<file path="config.mk">
export PLATFORM = sky130hd
export DESIGN_NAME = calendar_counter
export DESIGN_NICKNAME = d
export VERILOG_FILES = /design/src/rtl/calendar_pkg.sv /design/src/rtl/cal_phase_ctrl.sv /design/src/rtl/cal_advance.sv /design/src/rtl/cal_field_fmt.sv /design/src/rtl/calendar_counter.sv
export SDC_FILE = /design/constraint.sdc
export NUM_CORES = 1
export LEC_CHECK = 0
export BUFFER_PORTS_ARGS = -buffer_cell sky130_fd_sc_hd__buf_4
export CORE_MARGIN = 4
export CORE_UTILIZATION = 49
export CTS_CLUSTER_SIZE = 16
export DETAILED_ROUTE_END_ITERATION = 7
export HOLD_SLACK_MARGIN = 0.12
export PLACE_DENSITY = 0.68
export SYNTH_ARGS = -nofsm -noshare
export SYNTH_HDL_FRONTEND = slang
export SYNTH_SLANG_ARGS = --single-unit
</file>
<file path="constraint.sdc">
create_clock -name clk -period 12.8 [get_ports clk]
set_input_delay 1.28 -clock clk [delete_from_list [all_inputs] [get_ports clk]]
set_output_delay 1.28 -clock clk [all_outputs]
set_load 0.05 [all_outputs]
</file>
<file path="src/rtl/calendar_pkg.sv">
package calendar_pkg;

    localparam int FW       = 7;          // width of one stored field
    localparam int NFIELD   = 7;          // sec, min, hour, dow, date, month, year
    localparam int TW       = FW * NFIELD;
    localparam int IDX_HOUR = 2;

    localparam logic [FW-1:0] SEC_LAST  = 7'd59;
    localparam logic [FW-1:0] HOUR_LAST = 7'd23;
    localparam logic [FW-1:0] DOW_LAST  = 7'd7;
    localparam logic [FW-1:0] MON_LAST  = 7'd12;
    localparam logic [FW-1:0] YEAR_LAST = 7'd99;

    // declared high field first so sec occupies the low bits
    typedef struct packed {
        logic [FW-1:0] year;
        logic [FW-1:0] mon;
        logic [FW-1:0] date;
        logic [FW-1:0] dow;
        logic [FW-1:0] hour;
        logic [FW-1:0] min;
        logic [FW-1:0] sec;
    } caltime_t;

    typedef enum logic [1:0] {PH_IDLE, PH_ARM, PH_STEP} phase_e;

    localparam caltime_t RESET_TIME = '{year: 7'd0, mon: 7'd1, date: 7'd1,
                                        dow: 7'd1, hour: 7'd0, min: 7'd0, sec: 7'd0};

    function automatic logic [7:0] to_bcd(input logic [FW-1:0] v);
        logic [3:0] tens;
        logic [3:0] ones;
        tens = 4'(v / 7'd10);
        ones = 4'(v - 7'(tens) * 7'd10);
        return {tens, ones};
    endfunction

    function automatic logic [FW-1:0] from_bcd(input logic [7:0] b);
        return 7'(b[7:4]) * 7'd10 + 7'(b[3:0]);
    endfunction

    function automatic logic [FW-1:0] month_days(input logic [FW-1:0] mon,
                                                 input logic [FW-1:0] year);
        case (mon)
            7'd2:                     return (year[1:0] == 2'b00) ? 7'd29 : 7'd28;
            7'd4, 7'd6, 7'd9, 7'd11:  return 7'd30;
            default:                  return 7'd31;
        endcase
    endfunction

endpackage

</file>
<file path="src/rtl/cal_phase_ctrl.sv">
module cal_phase_ctrl
    import calendar_pkg::*;
(
    input  logic clk,
    input  logic rst,
    input  logic tick,
    output logic step,
    output logic busy,
    output logic done
);

    phase_e ph_q;

    always_ff @(posedge clk) begin
        if (rst) begin
            ph_q <= PH_IDLE;
            done <= 1'b0;
        end else begin
            done <= (ph_q == PH_STEP);
            case (ph_q)
                PH_IDLE: if (tick) ph_q <= PH_ARM;
                PH_ARM:  ph_q <= PH_STEP;
                default: ph_q <= PH_IDLE;
            endcase
        end
    end

    assign busy = (ph_q != PH_IDLE);
    assign step = (ph_q == PH_STEP);

endmodule

</file>
<file path="src/rtl/cal_advance.sv">
module cal_advance
    import calendar_pkg::*;
(
    input  caltime_t cur,
    output caltime_t nxt
);

    always_comb begin
        nxt = cur;
        if (cur.sec < SEC_LAST) begin
            nxt.sec = cur.sec + 7'd1;
        end else begin
            nxt.sec = '0;
            if (cur.min < SEC_LAST) begin
                nxt.min = cur.min + 7'd1;
            end else begin
                nxt.min = '0;
                if (cur.hour < HOUR_LAST) begin
                    nxt.hour = cur.hour + 7'd1;
                end else begin
                    nxt.hour = '0;
                    nxt.dow  = (cur.dow >= DOW_LAST || cur.dow == '0) ? 7'd1 : cur.dow + 7'd1;
                    if (cur.date < month_days(cur.mon, cur.year)) begin
                        nxt.date = cur.date + 7'd1;
                    end else begin
                        nxt.date = 7'd1;
                        if (cur.mon < MON_LAST) begin
                            nxt.mon = cur.mon + 7'd1;
                        end else begin
                            nxt.mon  = 7'd1;
                            nxt.year = (cur.year < YEAR_LAST) ? cur.year + 7'd1 : '0;
                        end
                    end
                end
            end
        end
    end

endmodule

</file>
<file path="src/rtl/cal_field_fmt.sv">
module cal_field_fmt
    import calendar_pkg::*;
#(
    parameter bit IS_HOUR = 1'b0
) (
    input  logic [FW-1:0] val,
    input  logic          cfg_binary,
    input  logic          cfg_24h,
    output logic [7:0]    code
);

    logic [FW-1:0] hr12;

    always_comb begin
        if (val == '0)          hr12 = 7'd12;
        else if (val > 7'd12)   hr12 = val - 7'd12;
        else                    hr12 = val;

        if (IS_HOUR && !cfg_24h) begin
            code = (cfg_binary ? {1'b0, hr12} : to_bcd(hr12))
                 | {(val >= 7'd12), 7'b0};
        end else begin
            code = cfg_binary ? {1'b0, val} : to_bcd(val);
        end
    end

endmodule

</file>
<file path="src/rtl/calendar_counter.sv">
module calendar_counter
    import calendar_pkg::*;
(
    input  logic       clk,
    input  logic       rst,
    input  logic       tick,
    input  logic       cfg_binary,
    input  logic       cfg_24h,
    input  logic       wr_en,
    input  logic [2:0] wr_sel,
    input  logic [7:0] wr_data,
    output logic [7:0] sec_o,
    output logic [7:0] min_o,
    output logic [7:0] hour_o,
    output logic [7:0] dow_o,
    output logic [7:0] date_o,
    output logic [7:0] month_o,
    output logic [7:0] year_o,
    output logic       busy,
    output logic       done
);

    logic [TW-1:0] cur_q;
    logic [TW-1:0] nxt;
    caltime_t      cur_s;
    caltime_t      adv_s;
    logic          step;
    logic [FW-1:0] wval;
    logic [FW-1:0] full_v;
    logic [FW-1:0] body_v;
    logic [7:0]    code [NFIELD];

    cal_phase_ctrl u_ctrl (
        .clk  (clk),
        .rst  (rst),
        .tick (tick),
        .step (step),
        .busy (busy),
        .done (done)
    );

    assign cur_s = caltime_t'(cur_q);

    cal_advance u_adv (
        .cur (cur_s),
        .nxt (adv_s)
    );

    // interpret write data in the format currently selected
    always_comb begin
        full_v = cfg_binary ? wr_data[6:0] : from_bcd(wr_data);
        body_v = cfg_binary ? wr_data[6:0] : from_bcd({1'b0, wr_data[6:0]});
        if (wr_sel == 3'(IDX_HOUR) && !cfg_24h)
            wval = ((body_v == 7'd12) ? 7'd0 : body_v) + (wr_data[7] ? 7'd12 : 7'd0);
        else
            wval = full_v;
    end

    always_comb begin
        nxt = step ? TW'(adv_s) : cur_q;
        if (wr_en && wr_sel < 3'(NFIELD))
            nxt[wr_sel * FW +: FW] = wval;
    end

    always_ff @(posedge clk) begin
        if (rst) cur_q <= TW'(RESET_TIME);
        else     cur_q <= nxt;
    end

    for (genvar i = 0; i < NFIELD; i++) begin : g_fmt
        cal_field_fmt #(.IS_HOUR((i == IDX_HOUR) ? 1'b1 : 1'b0)) u_fmt (
            .val        (cur_q[i*FW +: FW]),
            .cfg_binary (cfg_binary),
            .cfg_24h    (cfg_24h),
            .code       (code[i])
        );
    end

    assign sec_o   = code[0];
    assign min_o   = code[1];
    assign hour_o  = code[2];
    assign dow_o   = code[3];
    assign date_o  = code[4];
    assign month_o = code[5];
    assign year_o  = code[6];

endmodule

</file>
==> out/metrics.yaml, run 1 <==
async_reset_ff_share_pct: 0
pwr-share-seq_pct: 34.6
syn-mean-instance-area_um2: 7.241
grt_max_degree: 83
dpl_cell_area_um2: 7542
cpMostUsedCell: "ha_1"
power_frac_clock_pct: 25.7
clock_latency_ps: 290
grt_util_all_layers_pct: 21.01
layout_min_cycle_time_ps: 6854
cts_tree: "done"
dr.pass1.iters: 5
post-route-drc-count: 0
vdd_drop_max_mv: 0.05047
finalCritPeriodShare_pct: 53.55
die_area_um2: 16410
ys_seq_area_share_pct: 14.73
ant_nets: 0
drt_wl_total_um: 17760
cts_sinks: 52
place.gp.congestion: 0.8743
yosys_warnings: 0
routed_via_density: 5.905
synth_area_leaders: "dfxtp_1 (15%), ha_1 (10%), a21oi_1 (5.7%), nor2_1 (5.4%), nand2_1 (4.2%)"
clock.fmax_ghz: 0.1459
finalHoldViolCount: 0
postSynthCellCount: 976
synthFlopType: "dfxtp_1"
netSwitchingFraction_pct: 38.55
drv_slew: 0
arrival_ps: 5570
drive_gt1_share_pct: 12.55
ctsHoldBuffers: 0
synth_fp_nets: 1063
cpPeakStageDelay_ps: 750
wl_per_cell_um: 15.21
port_buffers: 74
slew_headroom_pct: 30.67
die_h_um: 128.1
p_per_area_nw_per_um2: 66.70
vias: 6897
cts-resized-gates: 0
start_util_pct: 50.52
synth.distinct_cells: 85
final_common_cell: "nor2_1"
postLayoutCellArea_um2: 7687
synth-edff-count: 0
worst-setup-path-type: "flip-flop to primary output"
rsz0062_at_grt: "false"
syn_to_final_growth_pct: 8.782
whs_ps: 493.1
final_nets: 1074
skew_ps: 6.907
synth-seq-cells: 52
grt_pass1_wl_um: 29590
ios: 75
status: "complete, no violations"
cts_buffers: 5
drt_first_iter_violations: 626
worstMarginPinSlew_ps: 1011
layout_common_cells: "nor2_1 (102), a21oi_1 (81), nand2_1 (79)"
cp-start-kind: "flip-flop"
finalSetupViolCount: 0
rows: 43
critPathCaptureType: "primary output"
internal_power_uw: 315.1
drv_cap: 0
crit_fanout: 19
antenna_found_initial: 0
dp_hpwl_um: 12950
crit_slowest_cell: "dfxtp_1"
root_buffer: "clkbuf_16"
grt_pass1_vias: 5921
cts_buffer_depth: 2
crit_chain: "inv_1 -> ha_1 -> o22ai_1 -> a21oi_1 -> nand3_1 -> nor3_1 -> a21oi_1 -> o211ai_1 -> inv_1 -> ha_1 -> nand2b_1 -> o211ai_1 -> nor2_1 -> or3_1 -> o211a_1 -> and2_4 -> ha_1 -> fa_1 -> xnor2_1 -> and3_1 -> o41ai_2 -> buf_4"
netSwitchingPower_uw: 197.7
cts_setup_buffers: 0
yosysTopAreaCell: "dfxtp_1"
p_leak_uw: 0.003101
hold_class: "flip-flop to flip-flop"
cts.reportedPaths.clkPinSlew_ps: 70
tns_ps: 0
syn-cell-area_um2: 7067
cp.required_ps: 11520
comb_power_share_pct: 39.7
htreeDepth: 2
fp.dieW_um: 128.1
netlist.area_leader.share_pct: 14.73
core-area_um2: 13990
diodes: 0
overflow: 0
==> logic make-up (layout without fill, tap and decap cells) <==
kind of cell	Yosys count	count (layout)	synth area share (%)
flip-flops	52	52	14.73
AO/OA/AOI/OAI	296	296	28.61
adder cells (fa/ha/maj)	73	73	13.99
multiplexers	34	34	5.400
XOR/XNOR	43	43	5.542
AND/OR/NAND/NOR	350	350	24.27
buffers and inverters	128	140	7.454
==> critical path, delay by kind of cell, from the launching register on <==
| kind | cells | cell delay [ps] |
|---|---|---|
| simple gates | 7 | 1190 |
| xor+xnor | 1 | 150 |
| compound gates | 7 | 1460 |
| buf+inv | 3 | 530 |
| fa+ha+maj | 4 | 1190 |
| flops | 1 | 750 |
==> metal layers <==
layer  vias to the layer above  global-route usage (%)  share of wire, %
li1                       3533                       -                 -
met1                      3169                   32.48                51
met2                       175                   31.98                44
met3                        20                   1.708               4.4
met4                         0                   3.870               1.4
met5                         -                       0                 0
==> Yosys cell counts (13+ instances only) <==
master and count:
a31oi_1 14, o21ai_0 53, or3_1 14, xor2_1 14
mux2_2 13, xnor2_1 27, dfxtp_1 52, nor2_1 102
nor2b_1 18, buf_2 13, a211oi_1 18, clkbuf_1 38
a21oi_1 81, nand2b_1 18, inv_1 56, ha_1 59
nand3_1 32, mux2i_1 19, nand2_1 79, nor3_1 28
==> worst paths after layout <==
path / startpoint / depth (start not counted) / endpoint / slack, ps
worst max-delay path: cur_q[16] / 22 / hour_o[3] / 5950
worst min-delay path: u_ctrl.ph_q[0] / 1 / u_ctrl.ph_q[0] / 490
worst max register to register: cur_q[4] / 8 / cur_q[45] / 9570
worst min register to register: u_ctrl.ph_q[0] / 1 / u_ctrl.ph_q[0] / 490
==> metrics by stage <==
stage	std cells	setup WS, ps	total power, uW	utilization (%)
after global routing	1168	5500	545.2	54.96
after detailed placement	1160	6292	384.3	53.92
after CTS	1168	5973	514.5	54.96
after floorplan	976	6347	333.8	-
after global placement	1160	6384	382.4	53.92
final	1168	5946	512.8	54.96
==> layout make-up <==
class	count	area [um2]
Fill cell	1385	6301
Timing Repair Buffer	75	563.0
Inverter	57	214.0
Clock buffer	6	128.9
Clock inverter	2	16.27
Multi-Input combinational cell	796	5499
Tap cell	180	225.2
Sequential cell	52	1041
==> registers in the layout (all words and copies together), names as in the netlist <==
register and cells:
cur_q 49, u_ctrl.done 1, u_ctrl.ph_q 2
==> power by group through the flow <==
| stage | Sequential, uW | Combinational (uW) | Clock [uW] |
|---|---|---|---|
| 2_1_floorplan | 174 | 160 | 0 |
| 3_3_place_gp | 181 | 201 | 0 |
| 3_5_place_dp | 181 | 203 | 0 |
| 4_1_cts | 177 | 204 | 133 |
| 5_1_grt | 179 | 225 | 142 |
| 6_report | 177 | 204 | 132 |
No activity file was read; power rests on OpenSTA's default activity.
==> inputs of run 2 (changes only) <==
--- a/config.mk
+++ b/config.mk
@@ -5,13 +5,14 @@
 export SDC_FILE = /design/constraint.sdc
 export NUM_CORES = 1
 export LEC_CHECK = 0
+export ABC_AREA = 1
 export BUFFER_PORTS_ARGS = -buffer_cell sky130_fd_sc_hd__buf_4
 export CORE_MARGIN = 4
 export CORE_UTILIZATION = 49
 export CTS_CLUSTER_SIZE = 16
 export DETAILED_ROUTE_END_ITERATION = 7
 export HOLD_SLACK_MARGIN = 0.12
-export PLACE_DENSITY = 0.68
+export PLACE_DENSITY = 0.71
 export SYNTH_ARGS = -nofsm -noshare
 export SYNTH_HDL_FRONTEND = slang
 export SYNTH_SLANG_ARGS = --single-unit
==> constraint.sdc (replaced) <==
create_clock -name clk -period 6.3 [get_ports clk]
set_input_delay 0.63 -clock clk [delete_from_list [all_inputs] [get_ports clk]]
set_output_delay 0.63 -clock clk [all_outputs]
set_load 0.05 [all_outputs]
==> out/metrics.yaml, run 2 <==
fp.dieW_um: 124.6  # -2.7%
r2r_end: "cur_q[40]"
htreeDepth: 2  # unchanged
p_leak_uw: 0.003574  # +15%
ctsHoldBuffers: 0  # unchanged
syn_to_final_growth_pct: 11.63
skew_ps: 11.36  # +4.449 ps
use_met1_pct: 32.62  # +0.14 points
met3_usage_pct: 1.844  # +0.14 points
synth_area_leaders: "dfxtp_1 (16%), nand2_1 (14%), ha_1 (11%), inv_1 (9.0%), o21ai_0 (8.0%)"
top_regs: "cur_q x49, u_ctrl.ph_q x2, u_ctrl.done x1"
comb_power_share_pct: 45.3  # +5.6 points
drv_slew: 0  # unchanged
hold_start: "u_ctrl.ph_q[1]"
antenna_found_initial: 0  # unchanged
rr_worst_depth: 14  # +6
start_util_pct: 50.10  # -0.42 points
drv_cap: 0  # unchanged
r2r_start: "u_ctrl.ph_q[1]"
synth.most_common_cell: "nand2_1"
synth_fp_nets: 1171  # +10%
holdPathEnd: "u_ctrl.ph_q[1]"
core-area_um2: 13300  # -5.0%
cp-start-kind: "flip-flop"
finalCritPeriodShare_pct: 78.94
netSwitchingPower_uw: 509.8  # +160%
die_area_um2: 15520  # -5.4%
dr.pass1.iters: 5  # unchanged
hold_depth: 1  # unchanged
grt_use_met2_pct: 35.62  # +3.6 points
clock.fmax_ghz: 0.2011
post-route-drc-count: 0  # unchanged
grt_pass1_vias: 6127  # +3.5%
routed_via_density: 5.358  # -9.3%
finalSetupViolCount: 0  # unchanged
synth_top_family_by_area: "simple AND/OR/NAND/NOR gates"
place.gp.congestion: 0.8807  # +0.73%
drt_first_iter_violations: 445  # -29%
whs_ps: 419.9  # -73.17 ps
final_nets: 1222  # +14%
status: "complete, no violations"
overflow: 0  # unchanged
syn-cell-area_um2: 6661  # -5.7%
synth-seq-cells: 52  # unchanged
clock_latency_ps: 300  # about the same
power_frac_clock_pct: 24.2  # -1.5 points
crit_slowest_cell: "dfxtp_1"
tns_ps: 0  # unchanged
synthFlopType: "dfxtp_1"
crit_fanout: 9  # -10
cts.reportedPaths.clkPinSlew_ps: 70  # about the same
cpPeakStageDelay_ps: 560  # -190 ps
layout_min_cycle_time_ps: 4973
worst-setup-path-type: "flip-flop to primary output"
cts_buffers: 5  # unchanged
rows: 42  # -2.3%
yosysTopAreaCell: "dfxtp_1"
cts_buffer_depth: 2  # unchanged
synth_mux_area_share_pct: 0.3005  # -5.1 points
postSynthCellCount: 1084  # +11%
die_h_um: 124.6  # -2.7%
ys_top_cells_by_count: "nand2_1 (251), inv_1 (159), o21ai_0 (107), nor2_1 (78), a21oi_1 (74)"
port_buffers: 74  # unchanged
yosys.area_share.simple_pct: 31.69  # +7.4 points
vias: 7030  # +1.9%
nFillCells: 1428  # +3.1%
netSwitchingFraction_pct: 43.80  # +5.2 points
pwr-share-seq_pct: 30.5  # -4.1 points
grt_busiest_layer: "met2"
synth.distinct_cells: 55  # -35%
drt_wl_total_um: 17920  # +0.89%
cts-resized-gates: 0  # unchanged
yosys_warnings: 0  # unchanged
ios: 75  # unchanged
root_buffer: "clkbuf_16"
ant_nets: 0  # unchanged
arrival_ps: 4340  # -1230 ps
critPathCaptureType: "primary output"
layout_common_cells: "nand2_1 (251), inv_1 (158), o21ai_0 (107)"
cts_tree: "done"
final_common_cell: "nand2_1"
reg2reg_setup_slack_ps: 2960  # -6610 ps
drive_gt1_share_pct: 11.97  # -0.58 points
yosys.area_share.xor_xnor_pct: 4.057  # -1.5 points
vdd_drop_max_mv: 0.1040  # +110%
yosys.area_share.adder_pct: 14.39  # +0.40 points
cp.required_ps: 5670  # -5850 ps
ys_seq_area_share_pct: 15.63  # +0.90 points
syn-mean-instance-area_um2: 6.145  # -15%
slew_headroom_pct: 34.97  # +4.3 points
cts_setup_buffers: 0  # unchanged
largest_reg_flops: 49  # unchanged
internal_power_uw: 654.2  # +110%
dp_hpwl_um: 14030  # +8.4%
grt_pass1_wl_um: 29600  # about the same
hold_class: "flip-flop to flip-flop"
diodes: 0  # unchanged
rsz0062_at_grt: "false"
worstMarginPinSlew_ps: 969.6  # -41.39 ps
netlist.area_leader.share_pct: 15.63  # +0.90 points
synth_compound_area_share_pct: 21.68  # -6.9 points
wl_per_cell_um: 13.66  # -10%
grt_util_all_layers_pct: 21.94  # +0.93 points
path_buf_inv: 6  # +3
async_reset_ff_share_pct: 0  # unchanged
cpMostUsedCell: "nand2_1"
finalHoldViolCount: 0  # unchanged
synth-edff-count: 0  # unchanged
p_per_area_nw_per_um2: 156.5  # +130%
critical_path.top_delay_family: "simple AND/OR/NAND/NOR gates"
cts_sinks: 52  # unchanged
grt_max_degree: 56  # -33%
largest_register: "cur_q"
run 2: kinds of logic after synthesis:
group,count (synthesis)
AND/OR/NAND/NOR,472
XOR/XNOR,30
flip-flops,52
buffers and inverters,206
multiplexers,2
adder cells (fa/ha/maj),70
AO/OA/AOI/OAI,252
run 2: worst reg2reg max path, stage by stage, from the launching register on:
cell     delay, ps
dfxtp_1        330
inv_1           50
nor2_1         450
inv_1          410
nor2_4         320
inv_2          190
nor2_4         260
inv_2          140
nor2_8         240
nand2_4        140
inv_2          220
nand4_1        150
nor3_1         150
o21ai_0         90
a21oi_1        120
run 2: worst max-delay path by stage:
stage	start	end	slack, ps	depth (start not counted)
2_1_floorplan	cur_q[33]	date_o[3]	1580	22
3_3_place_gp	cur_q[16]	hour_o[3]	1780	30
3_5_place_dp	cur_q[16]	hour_o[3]	1670	30
4_1_cts	cur_q[16]	hour_o[3]	1360	30
5_1_grt	cur_q[16]	hour_o[3]	930	30
6_report	cur_q[16]	hour_o[3]	1330	30
run 2: cell type report:
type	instances	area (um2)	area share [%]
clock buffer	5	125.1	1.683
timing repair buffer	76	570.5	7.673
inverter	174	653.1	8.783
clock inverter	3	22.52	0.3029
multi-input combinational	826	4803	64.60
sequential	52	1041	14.00
tap	176	220.2	2.961
run 2: metal layers:
layer	wire (um)	vias to the layer above	part of all wire [%]
met5	0	-	0
met4	127	0	0.71
met3	960	13	5.4
met2	8075	195	45
met1	8756	3157	49
li1	-	3665	-
run 2: stage by stage:
stage / worst slack [ps] / cell area [um2] / total power (uW) / utilization, % / cells
floorplan: 1583 / 6661 / 756.6 / - / 1084
global placement: 1781 / 7288 / 883.6 / 54.82 / 1304
detailed placement: 1671 / 7288 / 887.3 / 54.82 / 1304
CTS: 1357 / 7436 / 1163 / 55.93 / 1312
global route: 926.4 / 7436 / 1234 / 55.93 / 1312
finish: 1327 / 7436 / 1164 / 55.93 / 1312
run 2: power groups by stage:
stage / clock (uW) / sequential [uW] / combinational, uW
CTS: 281 / 355 / 526
detailed placement: 0 / 363 / 524
floorplan: 0 / 358 / 398
global placement: 0 / 363 / 521
finish: 281 / 355 / 527
global route: 291 / 357 / 586
==> inputs of run 3 (changes only) <==
--- a/config.mk
+++ b/config.mk
@@ -12,7 +12,7 @@
 export CTS_CLUSTER_SIZE = 16
 export DETAILED_ROUTE_END_ITERATION = 7
 export HOLD_SLACK_MARGIN = 0.12
-export PLACE_DENSITY = 0.71
+export PLACE_DENSITY = 0.69
 export SYNTH_ARGS = -nofsm -noshare
 export SYNTH_HDL_FRONTEND = slang
 export SYNTH_SLANG_ARGS = --single-unit
==> constraint.sdc (replaced) <==
create_clock -name clk -period 5.07 [get_ports clk]
set_input_delay 0.507 -clock clk [delete_from_list [all_inputs] [get_ports clk]]
set_output_delay 0.507 -clock clk [all_outputs]
set_load 0.05 [all_outputs]
==> out/metrics.yaml, run 3 (synthesis results as in run 2) <==
drv_cap: 0  # unchanged
die_area_um2: 15520  # unchanged
met3_usage_pct: 2.530  # +0.69 points
finalSetupViolCount: 0  # unchanged
die_h_um: 124.6  # unchanged
worst-setup-path-type: "flip-flop to primary output"
cpPeakStageDelay_ps: 420  # -140 ps
crit_fanout: 7  # -2
drv_slew: 0  # unchanged
overflow: 0  # unchanged
setup_slack_ps: 303.9  # -1023 ps
drt_wl_total_um: 18400  # +2.7%
total_power_uw: 1459  # +25%
p_per_area_nw_per_um2: 195.5  # +25%
grt_max_degree: 56  # unchanged
ctsHoldBuffers: 0  # unchanged
grt_use_met2_pct: 37.15  # +1.5 points
fp.dieW_um: 124.6  # unchanged
skew_ps: 6.768  # -4.588 ps
grt_pass1_wl_um: 30790  # +4.0%
cts_sinks: 52  # unchanged
diodes: 0  # unchanged
slew_headroom_pct: 39.26  # +4.3 points
critical_path.top_delay_family: "simple AND/OR/NAND/NOR gates"
cpMostUsedCell: "nand2_1"
use_met1_pct: 32.85  # +0.24 points
crit_slowest_cell: "dfxtp_2"
p_leak_uw: 0.003587  # +0.34%
ant_nets: 0  # unchanged
routed_via_density: 5.358  # about the same
dp_hpwl_um: 14300  # +1.9%
syn_to_final_growth_pct: 12.02
top_regs: "cur_q x49, u_ctrl.ph_q x2, u_ctrl.done x1"
largest_reg_flops: 49  # unchanged
grt_busiest_layer: "met2"
wl_per_cell_um: 14.00  # +2.5%
final_nets: 1225  # +0.25%
rsz0062_at_grt: "true"
ios: 75  # unchanged
port_buffers: 74  # unchanged
vias: 7046  # +0.23%
layout_common_cells: "nand2_1 (251), inv_1 (158), o21ai_0 (107)"
cp.required_ps: 4560  # -1110 ps
finalHoldViolCount: 0  # unchanged
cts_tree: "done"
cts_buffers: 5  # unchanged
cts_setup_buffers: 0  # unchanged
nFillCells: 1409  # -1.3%
worstMarginPinSlew_ps: 902.7  # -66.86 ps
dr.pass1.iters: 5  # unchanged
place.gp.congestion: 0.8991  # +2.1%
layout_min_cycle_time_ps: 4766
core-area_um2: 13300  # unchanged
cts.reportedPaths.clkPinSlew_ps: 70  # about the same
clock_latency_ps: 300  # about the same
final_common_cell: "nand2_1"
vdd_drop_max_mv: 0.1539  # +48%
grt_pass1_vias: 6337  # +3.4%
clock.fmax_ghz: 0.2098
cts_buffer_depth: 2  # unchanged
antenna_found_initial: 0  # unchanged
grt_util_all_layers_pct: 23.05  # +1.1 points
hold_class: "flip-flop to flip-flop"
dp_slack_ps: 530.0  # -1141 ps
path_buf_inv: 6  # unchanged
start_util_pct: 50.10  # unchanged
cp-start-kind: "flip-flop"
htreeDepth: 2  # unchanged
critPathCaptureType: "primary output"
drt_first_iter_violations: 486  # +9.2%
finalCritPeriodShare_pct: 94.01
drive_gt1_share_pct: 12.55  # +0.58 points
root_buffer: "clkbuf_16"
largest_register: "cur_q"
rows: 42  # unchanged
arrival_ps: 4260  # -80 ps
status: "complete, no violations"
post-route-drc-count: 0  # unchanged
run 3: cell types whose count changed in the layout (fill, tap and decap cells not counted):
cell,before,now
clkinvlp_4,0,1
dfxtp_2,0,4
clkinv_4,1,0
buf_4,76,79
dfxtp_1,52,48
run 3: repair_timing:
| item | 4_1_cts | 5_1_grt |
|---|---|---|
| endpoints found under the setup margin | 0 | 3 |
| hold endpoints to repair | 0 | 0 |
| resized for setup | 0 | 4 |
run 3: per-layer routing:
metal  share of wire [%]  wire length (um)
met5                   0                 0
met4                 1.6               298
met3                 5.8              1063
met2                  45              8321
met1                  47              8721
run 3: layout make-up:
class	count	area [um2]	share of cell area (%)
clock buffers	5	125.1	1.677
clock inverters	3	21.27	0.2850
inverters	174	653.1	8.753
multi-input cells	826	4803	64.37
flip-flops and latches	52	1046	14.02
well taps	176	220.2	2.951
repair buffers	79	593.1	7.948
run 3: path summary, 6_finish.rpt:
kind                                  endpoint           start  slack [ps]  cells after the start
worst min register to register  u_ctrl.ph_q[1]  u_ctrl.ph_q[1]         420                      1
worst max-delay path                 hour_o[3]       cur_q[17]         300                     30
worst max register to register       cur_q[40]        cur_q[3]        2050                     14
worst min-delay path            u_ctrl.ph_q[1]  u_ctrl.ph_q[1]         420                      1
run 3: per-stage QoR:
| stage | util [%] | area, um2 | TNS (ps) | std cells | hold WS [ps] |
|---|---|---|---|---|---|
| detailed placement | 54.99 | 7311 | 0 | 1307 | 410.3 |
| finish | 56.13 | 7462 | 0 | 1315 | 418.4 |
| global placement | 54.99 | 7311 | 0 | 1307 | 406.3 |
| floorplan | - | 6661 | 0 | 1084 | 398.2 |
| global route | 56.13 | 7462 | -108.2 | 1315 | 429.4 |
| CTS | 56.09 | 7457 | 0 | 1315 | 420.5 |
run 3: power by group:
group / leakage [uW] / internal (uW) / switching (uW)
combinational: 0.00309 / 208 / 454
clock: 0.0000702 / 185 / 170
sequential: 0.000423 / 422 / 20.0
total: 0.00359 / 815 / 644
